==> src/rtl/bh_pkg.sv <==
package bh_pkg;
  typedef enum logic [1:0] {
    HK_INSN = 2'd0,
    HK_OPER = 2'd1,
    HK_ISSUE = 2'd2,
    HK_WIDE = 2'd3
  } hdr_kind_e;
endpackage

==> src/rtl/bh_hdr_scan.sv <==
module bh_hdr_scan
  import bh_pkg::*;
#(
  parameter int SLOTS    = 8,
  parameter int SLOT_W   = 32,
  parameter int FLAG_N   = 16,
  parameter int MAX_HDR  = 3,
  parameter int OPC_W    = 4,
  parameter logic [OPC_W-1:0] OPC_OPER  = 4'b1100,
  parameter logic [OPC_W-1:0] OPC_ISSUE = 4'b1101,
  parameter logic [OPC_W-1:0] OPC_WIDE  = 4'b1011,
  parameter int CNT_LSB_OPER = 0,
  parameter int CNT_LSB_WIDE = 22,
  parameter int BRK_MSB   = 27,
  parameter int FSEL_LSB  = 17,
  parameter int SENSE_BIT = 16,
  parameter int PRED_MSB  = 15,
  parameter int POS_LSB   = 25,
  parameter int TAIL_W    = 16,
  localparam int BLK_W  = SLOTS * SLOT_W,
  localparam int IDX_W  = $clog2(SLOTS),
  localparam int FSEL_W = $clog2(FLAG_N)
) (
  input  logic [BLK_W-1:0]  blk,
  output logic [SLOTS-1:0]  hdr_nodec,
  output logic [IDX_W-1:0]  rsv_cnt,
  output logic              issue_on,
  output logic [SLOTS-2:0]  brk_f,
  output logic [FSEL_W-1:0] fsel,
  output logic              sense,
  output logic [SLOTS-2:0]  pred_f,
  output logic              wide_on,
  output logic [IDX_W-1:0]  wide_pos,
  output logic [TAIL_W-1:0] wide_tail
);
  always_comb begin
    logic in_run;
    logic [SLOT_W-1:0] word;
    hdr_kind_e kind;
    hdr_nodec = '0;
    rsv_cnt   = '0;
    issue_on  = 1'b0;
    brk_f     = '0;
    fsel      = '0;
    sense     = 1'b0;
    pred_f    = '0;
    wide_on   = 1'b0;
    wide_pos  = '0;
    wide_tail = '0;
    in_run    = 1'b1;
    for (int s = 0; s < MAX_HDR; s++) begin
      word = blk[BLK_W-1-s*SLOT_W -: SLOT_W];
      if (word[SLOT_W-1 -: OPC_W] == OPC_OPER)       kind = HK_OPER;
      else if (word[SLOT_W-1 -: OPC_W] == OPC_ISSUE) kind = HK_ISSUE;
      else if (word[SLOT_W-1 -: OPC_W] == OPC_WIDE)  kind = HK_WIDE;
      else                                           kind = HK_INSN;
      if (in_run) begin
        case (kind)
          HK_OPER: rsv_cnt = word[CNT_LSB_OPER +: IDX_W];
          HK_ISSUE: begin
            hdr_nodec[s] = 1'b1;
            issue_on     = 1'b1;
            brk_f        = word[BRK_MSB -: SLOTS-1];
            fsel         = word[FSEL_LSB +: FSEL_W];
            sense        = word[SENSE_BIT];
            pred_f       = word[PRED_MSB -: SLOTS-1];
          end
          HK_WIDE: begin
            hdr_nodec[s] = 1'b1;
            rsv_cnt      = word[CNT_LSB_WIDE +: IDX_W];
            wide_pos     = word[POS_LSB +: IDX_W];
            wide_on      = (word[POS_LSB +: IDX_W] != '0);
            wide_tail    = word[TAIL_W-1:0];
          end
          default: in_run = 1'b0;
        endcase
      end
    end
  end
endmodule

==> src/rtl/bh_slot_mask.sv <==
module bh_slot_mask #(
  parameter int SLOTS  = 8,
  parameter int FLAG_N = 16,
  localparam int IDX_W  = $clog2(SLOTS),
  localparam int FSEL_W = $clog2(FLAG_N)
) (
  input  logic [SLOTS-1:0]  hdr_nodec,
  input  logic [IDX_W-1:0]  rsv_cnt,
  input  logic              issue_on,
  input  logic [SLOTS-2:0]  brk_f,
  input  logic [FSEL_W-1:0] fsel,
  input  logic              sense,
  input  logic [SLOTS-2:0]  pred_f,
  input  logic [FLAG_N-1:0] flags,
  output logic [SLOTS-1:0]  dec_en,
  output logic [SLOTS-1:0]  brk,
  output logic [SLOTS-1:0]  pred_ok
);
  logic cond_pass;
  assign cond_pass = flags[fsel] ^ sense;

  for (genvar g = 0; g < SLOTS; g++) begin : g_slot
    logic reserved;
    assign reserved  = (g + int'(rsv_cnt)) >= SLOTS;
    assign dec_en[g] = ~hdr_nodec[g] & ~reserved;
    if (g == 0) begin : g_lead
      assign brk[g]     = 1'b0;
      assign pred_ok[g] = 1'b1;
    end else begin : g_rest
      assign brk[g]     = issue_on & brk_f[SLOTS-1-g];
      assign pred_ok[g] = ~(issue_on & pred_f[SLOTS-1-g]) | cond_pass;
    end
  end
endmodule

==> src/rtl/blk_hdr_ctrl.sv <==
module blk_hdr_ctrl #(
  parameter int SLOTS   = 8,
  parameter int SLOT_W  = 32,
  parameter int FLAG_N  = 16,
  parameter int MAX_HDR = 3,
  parameter int OPC_W   = 4,
  parameter logic [OPC_W-1:0] OPC_OPER  = 4'b1100,
  parameter logic [OPC_W-1:0] OPC_ISSUE = 4'b1101,
  parameter logic [OPC_W-1:0] OPC_WIDE  = 4'b1011,
  parameter int CNT_LSB_OPER = 0,
  parameter int TAIL_W = 16,
  localparam int BLK_W = SLOTS * SLOT_W,
  localparam int IDX_W = $clog2(SLOTS)
) (
  input  logic              clk,
  input  logic              rst,
  input  logic              blk_valid,
  input  logic [BLK_W-1:0]  blk_data,
  input  logic [FLAG_N-1:0] flags,
  output logic              out_valid,
  output logic [SLOTS-1:0]  dec_en,
  output logic [SLOTS-1:0]  brk,
  output logic [SLOTS-1:0]  pred_ok,
  output logic              wide_vld,
  output logic [IDX_W-1:0]  wide_slot,
  output logic [TAIL_W-1:0] wide_tail
);
  localparam int FSEL_W = $clog2(FLAG_N);

  logic [SLOTS-1:0]  hdr_nodec;
  logic [IDX_W-1:0]  rsv_cnt;
  logic              issue_on;
  logic [SLOTS-2:0]  brk_f;
  logic [FSEL_W-1:0] fsel;
  logic              sense;
  logic [SLOTS-2:0]  pred_f;
  logic              wide_on;
  logic [IDX_W-1:0]  wide_pos;
  logic [TAIL_W-1:0] tail_c;
  logic [SLOTS-1:0]  dec_c, brk_c, pok_c;

  bh_hdr_scan #(
    .SLOTS(SLOTS), .SLOT_W(SLOT_W), .FLAG_N(FLAG_N), .MAX_HDR(MAX_HDR),
    .OPC_W(OPC_W), .OPC_OPER(OPC_OPER), .OPC_ISSUE(OPC_ISSUE),
    .OPC_WIDE(OPC_WIDE), .CNT_LSB_OPER(CNT_LSB_OPER), .TAIL_W(TAIL_W)
  ) u_scan (
    .blk(blk_data), .hdr_nodec(hdr_nodec), .rsv_cnt(rsv_cnt),
    .issue_on(issue_on), .brk_f(brk_f), .fsel(fsel), .sense(sense),
    .pred_f(pred_f), .wide_on(wide_on), .wide_pos(wide_pos),
    .wide_tail(tail_c)
  );

  bh_slot_mask #(.SLOTS(SLOTS), .FLAG_N(FLAG_N)) u_mask (
    .hdr_nodec(hdr_nodec), .rsv_cnt(rsv_cnt), .issue_on(issue_on),
    .brk_f(brk_f), .fsel(fsel), .sense(sense), .pred_f(pred_f),
    .flags(flags), .dec_en(dec_c), .brk(brk_c), .pred_ok(pok_c)
  );

  always_ff @(posedge clk) begin
    if (rst) begin
      out_valid <= 1'b0;
      dec_en    <= '0;
      brk       <= '0;
      pred_ok   <= '0;
      wide_vld  <= 1'b0;
      wide_slot <= '0;
      wide_tail <= '0;
    end else begin
      out_valid <= blk_valid;
      if (blk_valid) begin
        dec_en    <= dec_c;
        brk       <= brk_c;
        pred_ok   <= pok_c;
        wide_vld  <= wide_on;
        wide_slot <= wide_pos;
        wide_tail <= tail_c;
      end
    end
  end

  logic [OPC_W-1:0] nib0, nib1;
  assign nib0 = blk_data[BLK_W-1 -: OPC_W];
  assign nib1 = blk_data[BLK_W-1-SLOT_W -: OPC_W];

  a_r1_valid_follows: assert property (@(posedge clk) disable iff (rst)
    blk_valid |=> out_valid);
  a_r1_idle_hold: assert property (@(posedge clk) disable iff (rst)
    !blk_valid |=> (!out_valid && $stable(dec_en) && $stable(brk) && $stable(wide_tail)));
  a_r4_plain_block: assert property (@(posedge clk) disable iff (rst)
    (blk_valid && nib0 != OPC_OPER && nib0 != OPC_ISSUE && nib0 != OPC_WIDE)
    |=> (dec_en == '1 && brk == '0 && pred_ok == '1 && !wide_vld));
  a_r6_issue_hdr_hidden: assert property (@(posedge clk) disable iff (rst)
    (blk_valid && nib0 == OPC_ISSUE) |=> !dec_en[0]);
  a_r5_full_reserve: assert property (@(posedge clk) disable iff (rst)
    (blk_valid && nib0 == OPC_OPER && nib1 != OPC_OPER && nib1 != OPC_ISSUE &&
     nib1 != OPC_WIDE &&
     blk_data[BLK_W-SLOT_W+CNT_LSB_OPER +: IDX_W] == IDX_W'(SLOTS-1))
    |=> (dec_en == SLOTS'(1)));
  a_r9_wide_slot_nonzero: assert property (@(posedge clk) disable iff (rst)
    (out_valid && wide_vld) |-> (wide_slot != '0));
endmodule

==> config.mk <==
export PLATFORM = sky130hd
export DESIGN_NAME = blk_hdr_ctrl
export DESIGN_NICKNAME = d
export VERILOG_FILES = /design/src/rtl/bh_pkg.sv /design/src/rtl/bh_hdr_scan.sv /design/src/rtl/bh_slot_mask.sv /design/src/rtl/blk_hdr_ctrl.sv
export SDC_FILE = /design/constraint.sdc
export NUM_CORES = 1
export LEC_CHECK = 0
export BUFFER_PORTS_ARGS = -buffer_cell sky130_fd_sc_hd__buf_4
export CAP_MARGIN = 20
export CORE_AREA = 2 2 124 126
export DETAILED_ROUTE_END_ITERATION = 10
export DIE_AREA = 0 0 126 128
export PLACE_DENSITY = 0.56
export SYNTH_ARGS = -nofsm -noshare
export SYNTH_HDL_FRONTEND = slang
export SYNTH_HIERARCHICAL = 1
export SYNTH_SLANG_ARGS = --single-unit
==> constraint.sdc <==
create_clock -name clk -period 9.9 [get_ports clk]
set_input_delay 0.99 -clock clk [delete_from_list [all_inputs] [get_ports clk]]
set_output_delay 0.99 -clock clk [all_outputs]
set_load 0.1 [all_outputs]
==> results.toml, run 1 <==
[outcome]
status = "finished, final reports clean"

[cts]
post_cts_resized = 0
cts_tree = "built"
ctsRootBufferMaster = "clkbuf_16"
cts.sinks = 45
cts_buffers = 5
cts_hold_buf = 0
path_clk_slew_ns = 0.07
clk_latency_ns = 0.29
clock_path_buffers = 2
htreeDepth = 2
post-cts-setup-buffers = 0

[detailed_routing]
viasPerCell = 4.96
ant_nets = 0
drt_first_pass_iters = 5
finalWirelength_um = 12600
wire_per_inst_um = 18.6
drcViolationCount = 0
drt_iter0_drc = 168
via_count = 3357

[finish]
nets = 763
diodes = 0
drive_gt1_share_pct = 40.5
fill_cells = 1582
design_area_um2 = 4740
layout-area-overhead-vs-synth_pct = 39.7
fin_util_pct = 31.9

[worst_setup_path]
slowest_delay_ns = 0.62
required_ns = 10.08
end_kind = "flop"
rr_endpoint = "pred_ok[6]$_SDFFE_PP0P_"
crit_top_cell = "buf_4"
ff2ff_path_depth = 2
r2r_slack_ns = 9.25
crit_chain = "buf_4, nor2b_2, and3_1, buf_4, a32oi_2, buf_4, o31ai_2, mux4_1, mux4_2, xnor2_2, nand3_1, mux2i_1, nor2_1"
cp.arrival_ns = 4.55
worstSetupPathType = "in2reg"
reg2reg_from = "pred_ok[6]$_SDFFE_PP0P_"
cp_num_buf_inv = 3
cpMaxStageDelayCell = "mux4_1"
worst_setup_path_start_kind = "input port"
cp_max_fo = 21
crit_family = "multiplexers"

[logic_synthesis]
ys.flop_type = "dfxtp_1"
yosysSeqAreaShare_pct = 26.5
synth_warnings = 6
ys_ff_latch = 45
async_flop_share_pct = 0
avgSynthCellArea_um2 = 9.56
synth-edff-count = 0
synth.cell_area_um2 = 3390
syn_inst = 355
ys_types = 49

[power]
p_per_area_nw_per_um2 = 114
seq_power_share_pct = 35.2
vdd_drop_max_mv = 0.0921
switchingPower_uw = 174
swShare_pct = 32.3
combPwrFrac_pct = 27.2
p_int_uw = 365
clkPwrFrac_pct = 37.6
leakage_uw = 0.00203

[sta]
relSlewSlack_pct = 32.2
setup_viol = 0
period_needed_ns = 4.37
worstMarginPinSlew_ns = 1.02
fmax_mhz = 229
rsz0062_at_grt = "no"
skew_ns = 0
fin_tns_setup_ns = 0
hold_viol_final = 0
period_share_pct = 44.2
slew_viol_final = 0

[min_path]
hold_path.startpoint = "wide_tail[9]$_SDFFE_PP0P_"
hold_path_depth = 2
hold_class = "reg2reg"
holdPathEnd = "wide_tail[9]$_SDFFE_PP0P_"

[grt]
grt_overflow = 0
first_global_vias = 3302
antenna_found_initial = 0
grt_max_degree = 46
grt_pass1_wl_um = 19000
track_usage_pct = 15.3

[place]
dpl_cell_area_um2 = 4570
io_buffers = 159
dp_hpwl_um = 9630
finalWeightedCongestion = 0.888

[floorplan]
die_area_um2 = 16100
num_rows = 45
die_width_um = 126
dieHeight_um = 128
coreArea_um2 = 14900
initial_core_util_pct = 22.8
io_pins = 320

[run]
maxCapViolCount = 0
[worst max-delay path by stage]
stage	start	depth (start not counted)	to
2_1_floorplan	blk_data[221]	12	pred_ok[1]$_SDFFE_PP0P_
6_report	blk_data[221]	13	pred_ok[7]$_SDFFE_PP0P_
3_5_place_dp	blk_data[221]	13	pred_ok[7]$_SDFFE_PP0P_
5_1_grt	blk_data[221]	13	pred_ok[7]$_SDFFE_PP0P_
3_3_place_gp	blk_data[221]	13	pred_ok[7]$_SDFFE_PP0P_
4_1_cts	blk_data[221]	13	pred_ok[7]$_SDFFE_PP0P_
[cell type report]
cell class | instances | area (um2) | share of cell area [%]
Sequential cell | 45 | 901 | 19.0
Inverter | 1 | 3.75 | 0.0792
Timing Repair Buffer | 164 | 1230 | 26.0
Clock inverter | 3 | 47.5 | 1.00
Tap cell | 188 | 235 | 4.96
Clock buffer | 5 | 125 | 2.64
Multi-Input combinational cell | 271 | 2200 | 46.3
[sequential cells by signal, summed over array words and instances, names as in the netlist]
signal,cells
brk,8
dec_en,8
out_valid,1
pred_ok,8
wide_slot,3
wide_tail,16
wide_vld,1
[placed cells by master, fill, tap and decap left out, types with 2 or more instances in the layout]
master     netlist  routed
a22oi_1         19      19
inv_6            0       2
mux2i_1         63      63
o31ai_4          2       2
and2_1           8       8
clkbuf_16        0       5
nand2_1          2       2
and3_1           3       3
a32oi_1          4       3
nand4_1         19      19
o31ai_2         17      17
o21a_1           2       2
o21ai_0          2       2
conb_1           3       7
nor2b_1          4       4
and3b_1          3       3
and4b_1          2       2
buf_4           10     164
a21oi_1          2       2
a22o_1           9       9
mux4_1           4       4
a21o_1           2       2
dfxtp_1         45      45
o2bb2ai_1       23      23
nor3b_1          2       2
nand3_1          7       7
nor2_1          47      47
nor3_1           2       2
[cell families after synthesis]
kind of cell,Yosys count,share of synthesized area [%]
XOR/XNOR,2,0.738
buffers and inverters,43,9.40
multiplexers,68,22.3
AND/OR/NAND/NOR,106,16.5
AO/OA/AOI/OAI,88,24.1
other,3,0.332
flip-flops,45,26.5
[power groups by stage]
stage | logic (uW) | clock network, uW | registers [uW]
global route | 155 | 216 | 190
finish | 147 | 203 | 190
CTS | 147 | 211 | 190
detailed placement | 147 | 0 | 194
floorplan | 52.8 | 0 | 232
global placement | 145 | 0 | 194
[per-stage QoR]
| stage | hold slack, ns | std cells | total power (uW) | setup slack, ns |
|---|---|---|---|---|
| 2_1_floorplan | 0.975 | 359 | 285 | 5.98 |
| 3_3_place_gp | 0.479 | 669 | 339 | 5.27 |
| 3_5_place_dp | 0.486 | 669 | 341 | 5.16 |
| 4_1_cts | 0.503 | 677 | 548 | 5.49 |
| 5_1_grt | 0.529 | 677 | 561 | 5.34 |
| 6_report | 0.498 | 677 | 539 | 5.53 |
[Yosys cell counts, drive strengths merged, types with 3 or more instances]
cell type | instances | area, um2
clkbuf | 13 | 53.8
o2bb2ai | 23 | 201
buf | 29 | 262
dfxtp | 45 | 901
and2 | 8 | 50.1
a22o | 9 | 78.8
nand3 | 7 | 35.0
and3b | 3 | 26.3
o31ai | 19 | 255
nor3b | 3 | 27.5
a32oi | 4 | 35.0
nor2 | 47 | 176
conb | 3 | 11.3
o21a | 3 | 30.0
and3 | 4 | 30.0
a22oi | 19 | 143
mux4 | 5 | 128
nor2b | 5 | 33.8
nand4 | 19 | 119
mux2i | 63 | 631
[worst register-to-register path: cells and delay by family (launching register included)]
family / cells / cell delay (ns)
flip-flops: 1 / 0.32
multiplexers: 1 / 0.13
AND/OR/NAND/NOR: 1 / 0.07
[metal layers]
| metal | up-vias | global-route usage (%) | share of wire (%) |
|---|---|---|---|
| li1 | 1617 | - | - |
| met1 | 1536 | 20.0 | 45 |
| met5 | - | 0 | 0 |
| met2 | 177 | 23.7 | 44 |
| met4 | 0 | 4.14 | 1.7 |
| met3 | 27 | 5.59 | 10 |
Power figures use the tool's default switching activity.
==> inputs of run 2 (changes only) <==
- CORE_AREA: 2 2 124 126 -> 2 2 123 125
- DIE_AREA: 0 0 126 128 -> 0 0 125 127
- PLACE_DENSITY: 0.56 -> 0.58
- clock period: 9.9 -> 3.75 ns (I/O delays scaled with it)
==> results.toml, run 2 (synthesized netlist as in run 1, its figures left out) <==
[worst_setup_path]
worst_setup_path_start_kind = "input port"
crit_chain = "buf_4, nor2b_2, and3_1, a32oi_2, o31ai_2, mux4_1, mux4_2, xnor2_2, nand3_1, mux2i_1, nor2_1"
end_kind = "flop"
cp_num_buf_inv = 1
crit_family = "multiplexers"
cpMaxStageDelayCell = "mux4_1"
required_ns = 3.92
cp.arrival_ns = 3.58
slowest_delay_ns = 0.62
worstSetupPathType = "in2reg"
cp_max_fo = 7

[sta]
slew_viol_final = 0
fin_tns_setup_ns = 0
skew_ns = 0
period_share_pct = 91.0
worstMarginPinSlew_ns = 0.806
rsz0062_at_grt = "no"
hold_viol_final = 0
period_needed_ns = 3.41
relSlewSlack_pct = 46.3
timing.final.ws_setup_ns = 0.336
setup_viol = 0
fmax_mhz = 293

[detailed_routing]
wl_met2_um = 6350
drcViolationCount = 0
viasPerCell = 4.83
ant_nets = 0
via_count = 3297
drt_first_pass_iters = 4
routed-wl-met3_um = 773
m1WireLength_um = 5480
wire_per_inst_um = 18.8
drt_iter0_drc = 187
finalWirelength_um = 12900
top_layer = "met4"

[power]
switchingPower_uw = 441
vdd_drop_max_mv = 0.157
clkPwrFrac_pct = 37.3
swShare_pct = 31.1
combPwrFrac_pct = 27.5
p_per_area_nw_per_um2 = 295
seq_power_share_pct = 35.2
leakage_uw = 0.00208
p_int_uw = 980
total_power_uw = 1420

[grt]
antenna_found_initial = 0
grt_pass1_wl_um = 19300
first_global_vias = 3410
track_usage_pct = 15.7
grt_overflow = 0
grt_max_degree = 46

[finish]
final_common_cell = "buf_4"
layout-area-overhead-vs-synth_pct = 41.9
fin_util_pct = 33.4
diodes = 0
largest_register = "wide_tail"
largest_reg_flops = 16
layout_common_cells = "buf_4 (174), mux2i_1 (63), nor2_1 (47)"
nets = 773
drive_gt1_share_pct = 41.7
fill_cells = 1544

[floorplan]
die_area_um2 = 15900
die_width_um = 125
dieHeight_um = 127
io_pins = 320
initial_core_util_pct = 23.5
num_rows = 44
coreArea_um2 = 14400

[outcome]
status = "finished, final reports clean"

[cts]
cts.sinks = 45
post_cts_resized = 0
cts_buffers = 5
post-cts-setup-buffers = 0
path_clk_slew_ns = 0.07
ctsRootBufferMaster = "clkbuf_16"
clock_path_buffers = 2
cts_tree = "built"
clk_latency_ns = 0.29
cts_hold_buf = 0
htreeDepth = 2

[place]
pre_cts_ws_ns = 0.0461
io_buffers = 159
finalWeightedCongestion = 0.855
dp_hpwl_um = 10100

[run]
maxCapViolCount = 0

[min_path]
hold_class = "in2reg"
==> run 2: cell types whose count changed in the layout (fill, tap and decap cells not counted), sizes merged <==
cell and change:
buf +10, clkbuf +1, clkinvlp +1, inv -2
==> run 2: cell type report <==
class | instances | area (um2) | area share [%]
flip-flops and latches | 45 | 901 | 18.7
clock inverters | 2 | 37.5 | 0.780
repair buffers | 174 | 1310 | 27.1
well taps | 184 | 230 | 4.78
inverters | 1 | 3.75 | 0.0780
clock buffers | 6 | 139 | 2.89
multi-input cells | 271 | 2200 | 45.6
==> run 2: worst reg2reg max path, delay by kind of cell (launching register included) <==
family,cells,cell delay (ns)
flip-flops,1,0.33
multiplexers,1,0.13
AND/OR/NAND/NOR,1,0.05
==> run 2: path summary, 6_finish.rpt <==
check	start	endpoint	slack [ns]	cells past startpoint
hold / removal	blk_data[168]	wide_tail[8]$_SDFFE_PP0P_	0.44	4
setup / recovery	blk_data[221]	pred_ok[7]$_SDFFE_PP0P_	0.34	11
setup reg to reg	pred_ok[3]$_SDFFE_PP0P_	pred_ok[3]$_SDFFE_PP0P_	3.11	2
hold reg to reg	wide_tail[1]$_SDFFE_PP0P_	wide_tail[1]$_SDFFE_PP0P_	0.50	2
==> run 2: through the flow <==
stage,instance area [um2],instances,hold WS (ns)
3_5_place_dp,4640,675,0.484
6_report,4810,683,0.438
4_1_cts,4810,683,0.434
3_3_place_gp,4640,675,0.480
2_1_floorplan,3410,359,0.619
5_1_grt,4810,683,0.454
==> run 2: power by group through the flow <==
stage / Sequential, uW / Combinational (uW) / Clock, uW
CTS: 501 / 393 / 552
global placement: 511 / 388 / 0
detailed placement: 511 / 392 / 0
global route: 502 / 411 / 569
finish: 501 / 390 / 531
floorplan: 613 / 139 / 0
==> run 2: per-layer routing <==
metal	vias to the layer above	track usage, %
met1	1525	19.3
met5	-	0
met2	127	27.4
li1	1628	-
met4	0	4.25
met3	17	3.85
